File: src/rtl/led_blink_pkg.sv
package led_blink_pkg;

    typedef enum logic [2:0] {
        LM_SINK       = 3'b000,
        LM_GPIO       = 3'b001,
        LM_HALF_HZ    = 3'b010,
        LM_ONE_HZ     = 3'b011,
        LM_EIGHTH_HZ  = 3'b100,
        LM_QUARTER_HZ = 3'b101,
        LM_EIGHTH_Q   = 3'b110,
        LM_QUARTER_Q  = 3'b111
    } led_mode_e;

    typedef struct packed {
        logic oe;
        logic val;
    } pin_drive_t;

    // Waveforms derived from the tick counter
    typedef struct packed {
        logic sq_1s;      // 1 s period, 50%
        logic sq_2s;      // 2 s period, 50%
        logic sq_4s;      // 4 s period, 50%
        logic sq_8s;      // 8 s period, 50%
        logic pw_4s;      // 4 s period, 25%
        logic pw_8s;      // 8 s period, 25%
    } blink_taps_t;

    localparam pin_drive_t DRIVE_RESET = '{oe: 1'b1, val: 1'b0};

    function automatic led_mode_e to_mode(input logic [2:0] code);
        return led_mode_e'(code);
    endfunction

    function automatic pin_drive_t led_drive(
        input led_mode_e   mode,
        input blink_taps_t taps,
        input logic        gpio_en
    );
        pin_drive_t d;
        d.oe  = 1'b1;
        d.val = 1'b0;
        unique case (mode)
            LM_SINK:       d.val = 1'b0;
            LM_GPIO: begin
                d.oe  = gpio_en;
                d.val = gpio_en;
            end
            LM_HALF_HZ:    d.val = taps.sq_2s;
            LM_ONE_HZ:     d.val = taps.sq_1s;
            LM_EIGHTH_HZ:  d.val = taps.sq_8s;
            LM_QUARTER_HZ: d.val = taps.sq_4s;
            LM_EIGHTH_Q:   d.val = taps.pw_8s;
            LM_QUARTER_Q:  d.val = taps.pw_4s;
            default:       d = DRIVE_RESET;
        endcase
        return d;
    endfunction

endpackage

File: src/rtl/led_tick_counter.sv
module led_tick_counter #(
    parameter int CNT_W = 6
) (
    input  logic             clk,
    input  logic             rst,
    input  logic             tick_en,
    output logic [CNT_W-1:0] count
);
    always_ff @(posedge clk) begin
        if (rst) begin
            count <= '0;
        end else if (tick_en) begin
            count <= count + 1'b1;
        end
    end
endmodule

File: src/rtl/led_tap_extract.sv
module led_tap_extract
    import led_blink_pkg::*;
#(
    parameter int TICK_LOG2 = 3,
    localparam int CNT_W    = TICK_LOG2 + 3,
    localparam int N_RATES  = 4
) (
    input  logic [CNT_W-1:0] count,
    output blink_taps_t      taps
);
    // sq[k]: square wave with a period of 2^k seconds
    logic [N_RATES-1:0] sq;
    // pw[k]: 25% pulse with a period of 2^k seconds (used for k >= 2)
    logic [N_RATES-1:0] pw;

    for (genvar k = 0; k < N_RATES; k++) begin : g_rate
        assign sq[k] = count[TICK_LOG2 - 1 + k];
        if (k >= 1) begin : g_quarter
            assign pw[k] = count[TICK_LOG2 - 1 + k] & count[TICK_LOG2 - 2 + k];
        end else begin : g_none
            assign pw[k] = 1'b0;
        end
    end

    always_comb begin
        taps.sq_1s = sq[0];
        taps.sq_2s = sq[1];
        taps.sq_4s = sq[2];
        taps.sq_8s = sq[3];
        taps.pw_4s = pw[2];
        taps.pw_8s = pw[3];
    end

    logic unused_pw;
    assign unused_pw = ^pw[1:0];
endmodule

File: src/rtl/led_mode_mux.sv
module led_mode_mux
    import led_blink_pkg::*;
#(
    parameter int CODE_W = 3
) (
    input  logic [CODE_W-1:0] code_sleep,
    input  logic [CODE_W-1:0] code_work,
    input  logic              in_sleep,
    output led_mode_e         mode
);
    always_comb begin
        mode = to_mode(in_sleep ? code_sleep : code_work);
    end
endmodule

File: src/rtl/pwr_led_ctrl.sv
module pwr_led_ctrl
    import led_blink_pkg::*;
#(
    parameter int TICK_LOG2 = 3,
    parameter int CODE_W    = 3,
    localparam int CNT_W    = TICK_LOG2 + 3
) (
    input  logic              clk,
    input  logic              rst,
    input  logic              tick_en,
    input  logic [CODE_W-1:0] mode_sleep,
    input  logic [CODE_W-1:0] mode_work,
    input  logic              in_sleep,
    input  logic              gpio_drv_en,
    output logic              led_out,
    output logic              led_oe
);
    logic [CNT_W-1:0] tick_cnt;
    blink_taps_t      taps;
    led_mode_e        act_mode;
    pin_drive_t       drive_nxt;
    pin_drive_t       drive_q;

    led_tick_counter #(.CNT_W(CNT_W)) u_cnt (
        .clk     (clk),
        .rst     (rst),
        .tick_en (tick_en),
        .count   (tick_cnt)
    );

    led_tap_extract #(.TICK_LOG2(TICK_LOG2)) u_taps (
        .count (tick_cnt),
        .taps  (taps)
    );

    led_mode_mux #(.CODE_W(CODE_W)) u_mux (
        .code_sleep (mode_sleep),
        .code_work  (mode_work),
        .in_sleep   (in_sleep),
        .mode       (act_mode)
    );

    always_comb begin
        drive_nxt = led_drive(act_mode, taps, gpio_drv_en);
    end

    always_ff @(posedge clk) begin
        if (rst) begin
            drive_q <= DRIVE_RESET;
        end else begin
            drive_q <= drive_nxt;
        end
    end

    assign led_out = drive_q.val;
    assign led_oe  = drive_q.oe;
endmodule

File: config.mk
export PLATFORM = sky130hd
export DESIGN_NAME = pwr_led_ctrl
export DESIGN_NICKNAME = d
export VERILOG_FILES = /design/src/rtl/led_blink_pkg.sv /design/src/rtl/led_tick_counter.sv /design/src/rtl/led_tap_extract.sv /design/src/rtl/led_mode_mux.sv /design/src/rtl/pwr_led_ctrl.sv
export SDC_FILE = /design/constraint.sdc
export NUM_CORES = 1
export LEC_CHECK = 0
export CORE_AREA = 10 10 47 49
export DETAILED_ROUTE_END_ITERATION = 8
export DIE_AREA = 0 0 57 59
export DONT_BUFFER_PORTS = 1
export HOLD_SLACK_MARGIN = 0.1
export PLACE_DENSITY = 0.57
export SKIP_LAST_GASP = 1
export SLEW_MARGIN = 15
export SYNTH_ARGS = -nofsm -noshare
export SYNTH_HDL_FRONTEND = slang
export SYNTH_HIERARCHICAL = 1
export SYNTH_SLANG_ARGS = --single-unit
File: constraint.sdc
create_clock -name clk -period 3.7 [get_ports clk]
set_input_delay 0 -clock clk [delete_from_list [all_inputs] [get_ports clk]]
set_output_delay 0 -clock clk [all_outputs]
set_load 0.02 [all_outputs]
Word-level counts from Yosys, hierarchy flattened
Index checks and enable logic that the tools add are counted.

Output and inout port bits: 2. Logic and storage cells: 18. Bits in registers: 8. Input port bits: 11.

Reduce and logical (&&, ||, !) cells: 2. Add/subtract/negate cells: 1. Bitwise operators: 3. Equal/unequal tests: 7. Multiplexer cells: 2.

Operator list (count): $eq 3x3->1 const B (4); $pmux 1 s8 (1); $add 6x1->6 const B (1); $eq 3x2->1 const B (2); $eq 3x1->1 const B (1); $logic_not 3->1 (1); $mux 3 (1); $and 1x1->1 (2); $reduce_or 2->1 (1); $not 1->1 (1).

Longest topological paths before layout
Gate-level depths: netlist (run 1).

Depth after elaboration: 4. Depth in mapped cells: 4. Mapped depth without buffers: 4.

By module
Netlist (run 1), hierarchy kept.

Modules (own cells, without submodules): led_tick_counter (instances 1, area an instance 239.0 um^2, cells each 24); pwr_led_ctrl (instances 1, area an instance 118.9 um^2, cells each 9); led_tap_extract (instances 1, area an instance 42.5 um^2, cells each 6); led_mode_mux (instances 1, area an instance 33.8 um^2, cells each 3).

Least setup slack after synthesis (run 1)
No wires, ideal clock.

Kind: register to register. Start: register u_cnt.count[4]. End: register drive_q (netlist bit led_out). Library setup time: 0.120 ns. Data required time: 3.580 ns. Data arrival time: 1.068 ns. Slack: 2.512 ns. Cell stages (with the launch flop): 5. Path buffers: 0. Period minus slack after synthesis: 1.188 ns. Path through: dfxtp_1 -> and2_1 -> mux4_2 -> nor2b_1 -> nor3_1.

RTL lines: from (decl) (RTL line led_tick_counter.sv:7) `output logic [CNT_W-1:0] count`; from (signal assigned) (RTL line led_tick_counter.sv:13) `count <= count + 1'b1;`; to (signal assigned) (RTL line pwr_led_ctrl.sv:51) `drive_q <= drive_nxt;`; to (decl) (RTL line pwr_led_ctrl.sv:22) `pin_drive_t drive_q;`.

Final worst setup path (run 1)
Start: input port mode_work[1]. End: register drive_q (netlist bit led_oe).

Word-level cells in the longest chain between the ends: 4.

RTL lines: from (decl) (RTL line pwr_led_ctrl.sv:12) `input logic [CODE_W-1:0] mode_work,`; $mux 3 (RTL line led_mode_mux.sv:12) `mode = to_mode(in_sleep ? code_sleep : code_work);`; named net act_mode[1] (RTL line pwr_led_ctrl.sv:20) `led_mode_e act_mode;`; $eq 3x1->1 (RTL line led_blink_pkg.sv:43) `unique case (mode)`; $not 1->1 (no line); $reduce_or 2->1 (no line).

The timed path passes the listed nets, and every way through them passes these cells. A chain may end at the register's enable or synchronous reset.

==> results of run 1 <==
==> per-stage QoR <==
step	area [um2]	hold WS [ns]	std cells	setup WS, ns
3_3_place_gp	424	0.0706	54	2.47
4_1_cts	507	0.104	63	1.95
6_report	507	0.106	63	1.92
5_1_grt	507	0.151	63	1.89
3_5_place_dp	424	0.0723	54	2.46
2_1_floorplan	434	0.0691	42	2.51
==> logic make-up (layout without fill, tap and decap cells) <==
kind of cell / after synthesis / in the layout / share of synthesized area
xor+xnor: 4 / 4 / 0.0807
compound gates: 3 / 3 / 0.0576
mux: 6 / 6 / 0.179
simple gates: 16 / 16 / 0.216
fa+ha+maj: 1 / 1 / 0.0288
buf+inv: 4 / 9 / 0.0692
flops: 8 / 8 / 0.369
==> flip-flops by register name, summed over array words and instances, names as in the netlist <==
name         cells
led_oe           1
led_out          1
u_cnt/count      6
==> layer usage <==
layer	vias up	track usage
met3	0	0.0558
met5	-	0
met1	139	0.0564
met2	17	0.0806
met4	0	0.0201
li1	156	-
==> worst max-delay path, stage by stage <==
cell and delay [ns]:
dlygate4sd3_1 0.53, mux2_2 0.29, dlygate4sd3_1 0.56, or4b_1 0.52
==> Yosys cell counts, drive strengths merged <==
cell | count | area [um2]
nand4 | 2 | 18.8
ha | 1 | 12.5
and2 | 2 | 12.5
mux2 | 4 | 45.0
and2b | 1 | 8.76
nor3 | 1 | 5.00
nor2b | 1 | 6.26
xor2 | 3 | 26.3
nor2 | 5 | 18.8
dfxtp | 8 | 160
or4b | 1 | 10.0
a21oi | 1 | 5.00
mux4 | 1 | 22.5
or3 | 1 | 6.26
o21ai | 1 | 5.00
buf | 4 | 30.0
a221oi | 1 | 15.0
xnor2 | 1 | 8.76
nand2 | 2 | 7.51
mux2i | 1 | 10.0
==> final cells by class <==
type	count	area, um2	share of cell area
flip-flops and latches	8	160	0.316
well taps	16	20.0	0.0395
clock buffers	3	22.5	0.0444
multi-input cells	30	244	0.481
repair buffers	6	60.1	0.119
==> worst max-delay path by stage <==
stage | endpoint | slack (ns) | depth (start not counted)
finish | led_oe | 1.92 | 4
global route | led_oe | 1.89 | 4
CTS | led_oe | 1.95 | 4
detailed placement | led_out | 2.46 | 4
global placement | led_out | 2.47 | 4
floorplan | led_out | 2.51 | 4
==> power breakdown <==
part	internal, uW	total (uW)	switching (uW)
logic	14.1	22.7	8.57
registers	89.6	93.7	4.03
clock network	36.9	63.1	26.2
total	141	179	38.8
==> timing repair <==
item,CTS,global route
hold endpoints to repair,8,0
setup endpoints to repair,0,0
hold buffers,6,0
==> flow_metrics.py, run 1 <==
metrics = {
    "detailed_routing": {
        "drt_iter0_drc": 0,
        "drc": 0,
        "highest_layer": "met3",
        "via_per_inst": 4.95,
        "post_drt_wl_per_cell_um": 12.7,
        "ant_nets": 0,
        "vias": 312,
        "routed-wl-met2_um": 331,
        "routed_wl_um": 802,
        "wl_met1_um": 340,
        "dr.pass1.iters": 1,
        "dr_wl_met3_um": 130,
    },
    "min_path": {
        "hp-start": "mode_sleep[1]",
        "holdPathEnd": "led_out",
        "hold_depth": 3,
        "min_path_type": "in2reg",
    },
    "status": {
        "status": "finished clean",
    },
    "critical_path": {
        "critical_path_required_ns": 3.81,
        "crit_path_start_kind": "primary input",
        "cp_data_arrival_time_ns": 1.90,
        "ff2ff_setup_slack_ns": 2.45,
        "r2r_start": "u_cnt/count[4]",
        "crit_fanout": 3,
        "worstSetupPathType": "in2reg",
        "worstSetupEndpointType": "flip-flop",
        "r2r_end": "led_out",
        "reg2reg_depth": 4,
        "setup.worst_path.start": "mode_work[1]",
    },
    "sta": {
        "drv_slew": 0,
        "relSlewSlack": 0.793,
        "fin_tns_setup_ns": 0,
        "rsz0062_at_grt": "false",
        "fmax_mhz": 561,
        "min_period_over_period": 0.482,
        "fin_skew_ns": 0.000165,
        "period_minus_slack_ns": 1.78,
        "setup_viol": 0,
        "hold_viol_final": 0,
        "max_slew.worst_pin.slew_ns": 0.310,
    },
    "cts": {
        "cts_buffer_depth": 2,
        "htree_levels": 1,
        "cts_setup_buffers": 0,
        "cts.sinks": 8,
        "cts_buffers": 3,
        "path_clk_slew_ns": 0.05,
        "cts_tree": "built",
        "clockRootBuffer": "clkbuf_4",
        "cts.repair.resized": 0,
        "clk_latency_ns": 0.24,
    },
    "logic_synthesis": {
        "syn_avg_cell_area_um2": 10.3,
        "ys_seq_area_frac": 0.369,
        "synthesis.area_um2": 434,
        "synth.distinct_cells": 21,
        "ys_ff_latch": 8,
        "syn-num-nets": 54,
        "yosysWarningCount": 6,
        "syn_inst": 42,
    },
    "pwr": {
        "power_density_mw_per_mm2": 354,
        "peakVddDrop_v": 0.000215,
        "total_power_uw": 179,
        "leakagePower_uw": 0.000205,
    },
    "placement": {
        "dp_hpwl_um": 604,
        "gp_congestion": 0.703,
        "portBuffers": 0,
    },
    "finish": {
        "drive_gt1_frac": 0.234,
        "fin_nets": 61,
        "layout_commonest_cell": "dfxtp_1",
        "mostFrequentLayoutCells": "dfxtp_1 (8), dlygate4sd3_1 (6), nor2_1 (5)",
        "post-route-util": 0.362,
        "area_delta_synth_final_pct": 16.7,
        "antenna_cells": 0,
        "fillCellCount": 155,
    },
    "grt": {
        "grt_first_pass_wirelength_um": 1500,
        "grt_max_degree": 9,
        "grt_pass1_vias": 346,
        "track_usage": 0.0568,
        "antenna_found_initial": 0,
        "grt-ovfl-total": 0,
    },
    "floorplan": {
        "io_pins": 13,
        "initial_core_util": 0.310,
        "die_area_mm2": 0.00336,
        "rows": 14,
        "die_w_um": 57,
        "die_h_um": 59,
        "core_area_mm2": 0.00140,
    },
    "job": {
        "drv_cap": 0,
    },
}
No activity file was read; power rests on OpenSTA's default activity.
==> run 2, diff against run 1 <==
--- a/config.mk
+++ b/config.mk
@@ -5,12 +5,13 @@
 export SDC_FILE = /design/constraint.sdc
 export NUM_CORES = 1
 export LEC_CHECK = 0
-export CORE_AREA = 10 10 47 49
+export ABC_AREA = 1
+export CORE_MARGIN = 10
+export CORE_UTILIZATION = 35
 export DETAILED_ROUTE_END_ITERATION = 8
-export DIE_AREA = 0 0 57 59
 export DONT_BUFFER_PORTS = 1
 export HOLD_SLACK_MARGIN = 0.1
-export PLACE_DENSITY = 0.57
+export PLACE_DENSITY = 0.62
 export SKIP_LAST_GASP = 1
 export SLEW_MARGIN = 15
 export SYNTH_ARGS = -nofsm -noshare
==> constraint.sdc (replaced) <==
create_clock -name clk -period 1.51 [get_ports clk]
set_input_delay 0 -clock clk [delete_from_list [all_inputs] [get_ports clk]]
set_output_delay 0 -clock clk [all_outputs]
set_load 0.02 [all_outputs]
==> flow_metrics.py, run 2 <==
metrics = {
    "critical_path": {
        "slowest_stage": "dlygate4sd3_1",
        "worstSetupPathType": "in2reg",
        "critical_path_required_ns": 1.66,
        "cp.buffers_inverters": 4,
        "slowest_delay_ns": 0.55,
        "crit_fanout": 2,
        "path_cells": "dlygate4sd3_1 -> nand2_1 -> nand2_1 -> dlygate4sd3_1 -> inv_1 -> nand2_1 -> inv_1 -> nand2_1 -> nand2_1 -> nor2_2",
        "crit_path_start_kind": "primary input",
        "cp_top_family": "buffers and inverters",
        "worstSetupEndpointType": "flip-flop",
        "cpMostUsedCell": "nand2_1",
        "cp_data_arrival_time_ns": 1.52,
    },
    "logic_synthesis": {
        "syn_inst": 85,
        "synthTopCellsByArea": "dfxtp_1 (32%), nand2_1 (22%), inv_1 (12%)",
        "syn_avg_cell_area_um2": 5.89,
        "ys_ff_latch": 8,
        "synth_top_area_cell": "dfxtp_1",
        "syn-num-nets": 97,
        "yosysWarningCount": 6,
        "synth.most_common_cell": "nand2_1",
        "synth_edf_count": 0,
        "synth_top_area_frac": 0.320,
        "synthTopCellsByCount": "nand2_1 (29), inv_1 (16), nor2_1 (9)",
        "synthesis.area_um2": 500,
        "synth.distinct_cells": 13,
        "ys.flop_type": "dfxtp_1",
        "async_reset_ff_frac": 0,
        "ys_seq_area_frac": 0.320,
    },
    "placement": {
        "gp_congestion": 0.734,
        "portBuffers": 0,
        "dp_hpwl_um": 745,
        "dp_slack_ns": 0.468,
        "placed_area_um2": 489,
    },
    "floorplan": {
        "die_w_um": 57.8,
        "core_area_mm2": 0.00132,
        "rows": 13,
        "die_h_um": 57.8,
        "io_pins": 13,
        "initial_core_util": 0.380,
        "die_area_mm2": 0.00334,
    },
    "sta": {
        "max_slew.worst_pin.slew_ns": 0.246,
        "fmax_mhz": 727,
        "setup_viol": 0,
        "worst_slack_ns": 0.134,
        "period_minus_slack_ns": 1.38,
        "min_period_over_period": 0.912,
        "fin_skew_ns": 0.00235,
        "rsz0062_at_grt": "false",
        "hold_viol_final": 0,
        "relSlewSlack": 0.836,
        "timing.hold.ws_ns": 0.0589,
        "fin_tns_setup_ns": 0,
        "drv_slew": 0,
    },
    "grt": {
        "grt_max_degree": 8,
        "track_usage": 0.0750,
        "grt_first_pass_wirelength_um": 2010,
        "antenna_found_initial": 0,
        "grt-ovfl-total": 0,
        "grt_pass1_vias": 498,
    },
    "finish": {
        "fin_area_um2": 624,
        "drive_gt1_frac": 0.0947,
        "layout_commonest_cell": "nand2_1",
        "fin_nets": 109,
        "antenna_cells": 0,
        "area_delta_synth_final_pct": 24.8,
        "mostFrequentLayoutCells": "nand2_1 (29), inv_1 (15), dlygate4sd3_1 (11)",
        "max_flop_register": "u_cnt/count",
        "largest_reg_flops": 6,
    },
    "cts": {
        "cts.sinks": 8,
        "path_clk_slew_ns": 0.06,
        "clk_latency_ns": 0.25,
        "cts_buffer_depth": 2,
        "cts_tree": "built",
        "clockRootBuffer": "clkbuf_4",
        "cts_setup_buffers": 0,
        "htree_levels": 1,
        "cts_buffers": 3,
    },
    "detailed_routing": {
        "ant_nets": 0,
        "vias": 493,
        "routed_wl_um": 1100,
        "drt_iter0_drc": 2,
        "drc": 0,
        "via_per_inst": 4.48,
        "dr.pass1.iters": 2,
        "post_drt_wl_per_cell_um": 10.0,
    },
    "pwr": {
        "total_power_uw": 479,
        "power_density_mw_per_mm2": 767,
        "leakagePower_uw": 0.000318,
        "peakVddDrop_v": 0.000391,
    },
    "job": {
        "drv_cap": 0,
    },
    "status": {
        "status": "finished clean",
    },
    "min_path": {
        "min_path_type": "in2reg",
    },
}
==> run 2: cell count changes in the layout (fill, tap and decap cells not counted), moves of 4 or more <==
cell / delta
dlygate4sd3_1: +5
inv_1: +15
mux2_2: -4
nand2_1: +27
nand3_1: +7
==> run 2: power breakdown <==
| group | switching, uW | internal, uW |
|---|---|---|
| Sequential | 10.3 | 219 |
| Combinational | 41.8 | 41.5 |
| Clock | 74.8 | 91.1 |
| Total | 127 | 352 |
==> run 2: area by class of cell <==
| class | count | area (um2) |
|---|---|---|
| Fill cell | 145 | 693 |
| Clock buffer | 3 | 22.5 |
| Inverter | 18 | 67.6 |
| Timing Repair Buffer | 11 | 110 |
| Multi-Input combinational cell | 55 | 245 |
| Tap cell | 15 | 18.8 |
| Sequential cell | 8 | 160 |
==> run 2: what timing repair did <==
action,CTS,global route
endpoints found under the hold margin,8,1
resized for setup,0,2
setup endpoints to repair,0,1
hold buffers,11,1
==> run 2: cell families (layout without fill, tap and decap cells) <==
group / count (synthesis) / count (layout) / synth area share
AOI/OAI and AO/OA: 6 / 6 / 0.0600
adders and majority gates: 1 / 1 / 0.0250
and+or+nand+nor: 48 / 48 / 0.400
DFF: 8 / 8 / 0.320
buffers and inverters: 22 / 32 / 0.195
==> run 2: worst paths after layout <==
check / start / end / slack, ns / depth (start not counted)
worst max-delay path: mode_work[1] / led_out / 0.13 / 10
worst min-delay path: mode_sleep[2] / led_oe / 0.06 / 4
worst max register to register: u_cnt/count[0] / u_cnt/count[0] / 0.30 / 3
worst min register to register: u_cnt/count[5] / u_cnt/count[5] / 0.54 / 2
==> run 2: stage by stage <==
step | std cells | utilization
after floorplan | 85 | -
after global placement | 96 | 0.371
after detailed placement | 96 | 0.371
after CTS | 110 | 0.472
after global routing | 110 | 0.474
final | 110 | 0.474
==> run 2: worst reg2reg max path: stages, from the launching register on <==
cell and delay [ns]:
dfxtp_1 0.34, o21ai_0 0.16, a21oi_1 0.05, dlygate4sd3_1 0.55
==> run 2: layer usage <==
| layer | routed length (um) | track usage | vias up |
|---|---|---|---|
| met4 | 8 | 0.0604 | 0 |
| li1 | - | - | 271 |
| met2 | 530 | 0.123 | 9 |
| met3 | 93 | 0.0327 | 2 |
| met5 | 0 | 0 | - |
| met1 | 469 | 0.0719 | 211 |
==> run 3, diff against run 2 <==
--- a/config.mk
+++ b/config.mk
@@ -11,7 +11,7 @@
 export DETAILED_ROUTE_END_ITERATION = 8
 export DONT_BUFFER_PORTS = 1
 export HOLD_SLACK_MARGIN = 0.1
-export PLACE_DENSITY = 0.62
+export PLACE_DENSITY = 0.63
 export SKIP_LAST_GASP = 1
 export SLEW_MARGIN = 15
 export SYNTH_ARGS = -nofsm -noshare
==> flow_metrics.py, run 3 (synthesis gave the netlist of run 2 again) <==
metrics = {
    "sta": {
        "min_period_over_period": 0.903,
        "fmax_mhz": 733,
        "setup_viol": 0,
        "rsz0062_at_grt": "false",
        "worst_slack_ns": 0.146,
        "fin_skew_ns": 0.00104,
        "period_minus_slack_ns": 1.36,
        "fin_tns_setup_ns": 0,
        "relSlewSlack": 0.830,
        "hold_viol_final": 0,
        "drv_slew": 0,
        "max_slew.worst_pin.slew_ns": 0.254,
    },
    "detailed_routing": {
        "via_per_inst": 4.36,
        "post_drt_wl_per_cell_um": 9.83,
        "drt_iter0_drc": 4,
        "ant_nets": 0,
        "drc": 0,
        "vias": 475,
        "dr.pass1.iters": 5,
        "routed_wl_um": 1070,
    },
    "cts": {
        "cts.sinks": 8,
        "cts_tree": "built",
        "cts_buffers": 3,
        "clockRootBuffer": "clkbuf_4",
        "clk_latency_ns": 0.25,
        "htree_levels": 1,
        "path_clk_slew_ns": 0.05,
        "cts_buffer_depth": 2,
    },
    "grt": {
        "grt-ovfl-total": 0,
        "antenna_found_initial": 0,
        "grt_pass1_vias": 461,
        "grt_max_degree": 8,
        "track_usage": 0.0672,
        "grt_first_pass_wirelength_um": 1840,
    },
    "finish": {
        "drive_gt1_frac": 0.0851,
        "fillCellCount": 127,
        "fin_nets": 108,
        "largest_reg_flops": 6,
        "antenna_cells": 0,
        "mostFrequentLayoutCells": "nand2_1 (29), inv_1 (15), dlygate4sd3_1 (10)",
        "layout_commonest_cell": "nand2_1",
        "max_flop_register": "u_cnt/count",
        "area_delta_synth_final_pct": 22.3,
    },
    "pwr": {
        "total_power_uw": 469,
        "peakVddDrop_v": 0.000406,
        "power_density_mw_per_mm2": 766,
        "leakagePower_uw": 0.000314,
    },
    "floorplan": {
        "initial_core_util": 0.380,
        "core_area_mm2": 0.00132,
        "die_w_um": 57.8,
        "die_h_um": 57.8,
        "io_pins": 13,
        "rows": 13,
        "die_area_mm2": 0.00334,
    },
    "job": {
        "drv_cap": 0,
    },
    "critical_path": {
        "cp.buffers_inverters": 2,
        "crit_fanout": 2,
        "slowest_delay_ns": 0.57,
        "crit_path_start_kind": "primary input",
        "cp_top_family": "buffers and inverters",
        "cp_data_arrival_time_ns": 1.50,
        "slowest_stage": "dlygate4sd3_1",
        "worstSetupEndpointType": "flip-flop",
        "critical_path_required_ns": 1.64,
        "worstSetupPathType": "in2reg",
        "path_cells": "dlygate4sd3_1 -> nand2_1 -> nand2_1 -> nor3_1 -> dlygate4sd3_1 -> nand3_1",
    },
    "status": {
        "status": "finished clean",
    },
    "placement": {
        "gp_congestion": 0.731,
        "portBuffers": 0,
        "dp_hpwl_um": 718,
        "dp_slack_ns": 0.478,
    },
    "min_path": {
        "min_path_type": "in2reg",
    },
}
## run 3: cell count changes in the layout (fill, tap and decap cells not counted)
cell,change
dlygate4sd3_1,-1
nor2_1,+1
nor2_2,-1
## run 3: where the power goes
group | switching, uW | internal (uW)
combinational | 40.8 | 39.3
clock | 68.9 | 90.7
sequential | 9.58 | 220
total | 119 | 350
## run 3: metal layers
layer,GRT usage,wire (um),vias up
li1,-,-,269
met1,0.0720,492,193
met2,0.0997,468,11
met3,0.0327,103,2
met4,0.0503,8,0
met5,0,0,-
## run 3: final timing paths
kind / slack, ns / startpoint / end / cells past startpoint
hold reg to reg: 0.53 / u_cnt/count[5] / u_cnt/count[5] / 2
setup / recovery: 0.15 / mode_sleep[1] / led_oe / 6
setup reg to reg: 0.29 / u_cnt/count[0] / u_cnt/count[0] / 3
hold / removal: 0.07 / in_sleep / led_oe / 4
## run 3: cell type report
cell class	count	area, um2	area share
sequential	8	160	0.262
tap	15	18.8	0.0307
timing repair buffer	10	100	0.164
inverter	18	67.6	0.110
multi-input combinational	55	243	0.397
clock buffer	3	22.5	0.0368
## run 3: what timing repair did
| item | CTS | global route |
|---|---|---|
| hold buffers | 11 | 0 |
| gates resized for setup | 0 | 1 |
| hold endpoints to repair | 8 | 0 |
| endpoints found under the setup margin | 0 | 1 |
| buffers inserted | 0 | 0 |
## run 3: worst min-delay path: stages
cell,delay (ns)
nand2_1,0.03
nand2_1,0.12
inv_2,0.06
nand3_1,0.07
## run 3: stage by stage
step | cell area, um2 | hold WS (ns) | utilization | cells
final | 612 | 0.0665 | 0.464 | 109
after detailed placement | 489 | 0.0939 | 0.371 | 96
after global placement | 489 | 0.0935 | 0.371 | 96
after global routing | 612 | 0.111 | 0.464 | 109
after floorplan | 500 | 0.0894 | - | 85
after CTS | 622 | 0.133 | 0.472 | 110
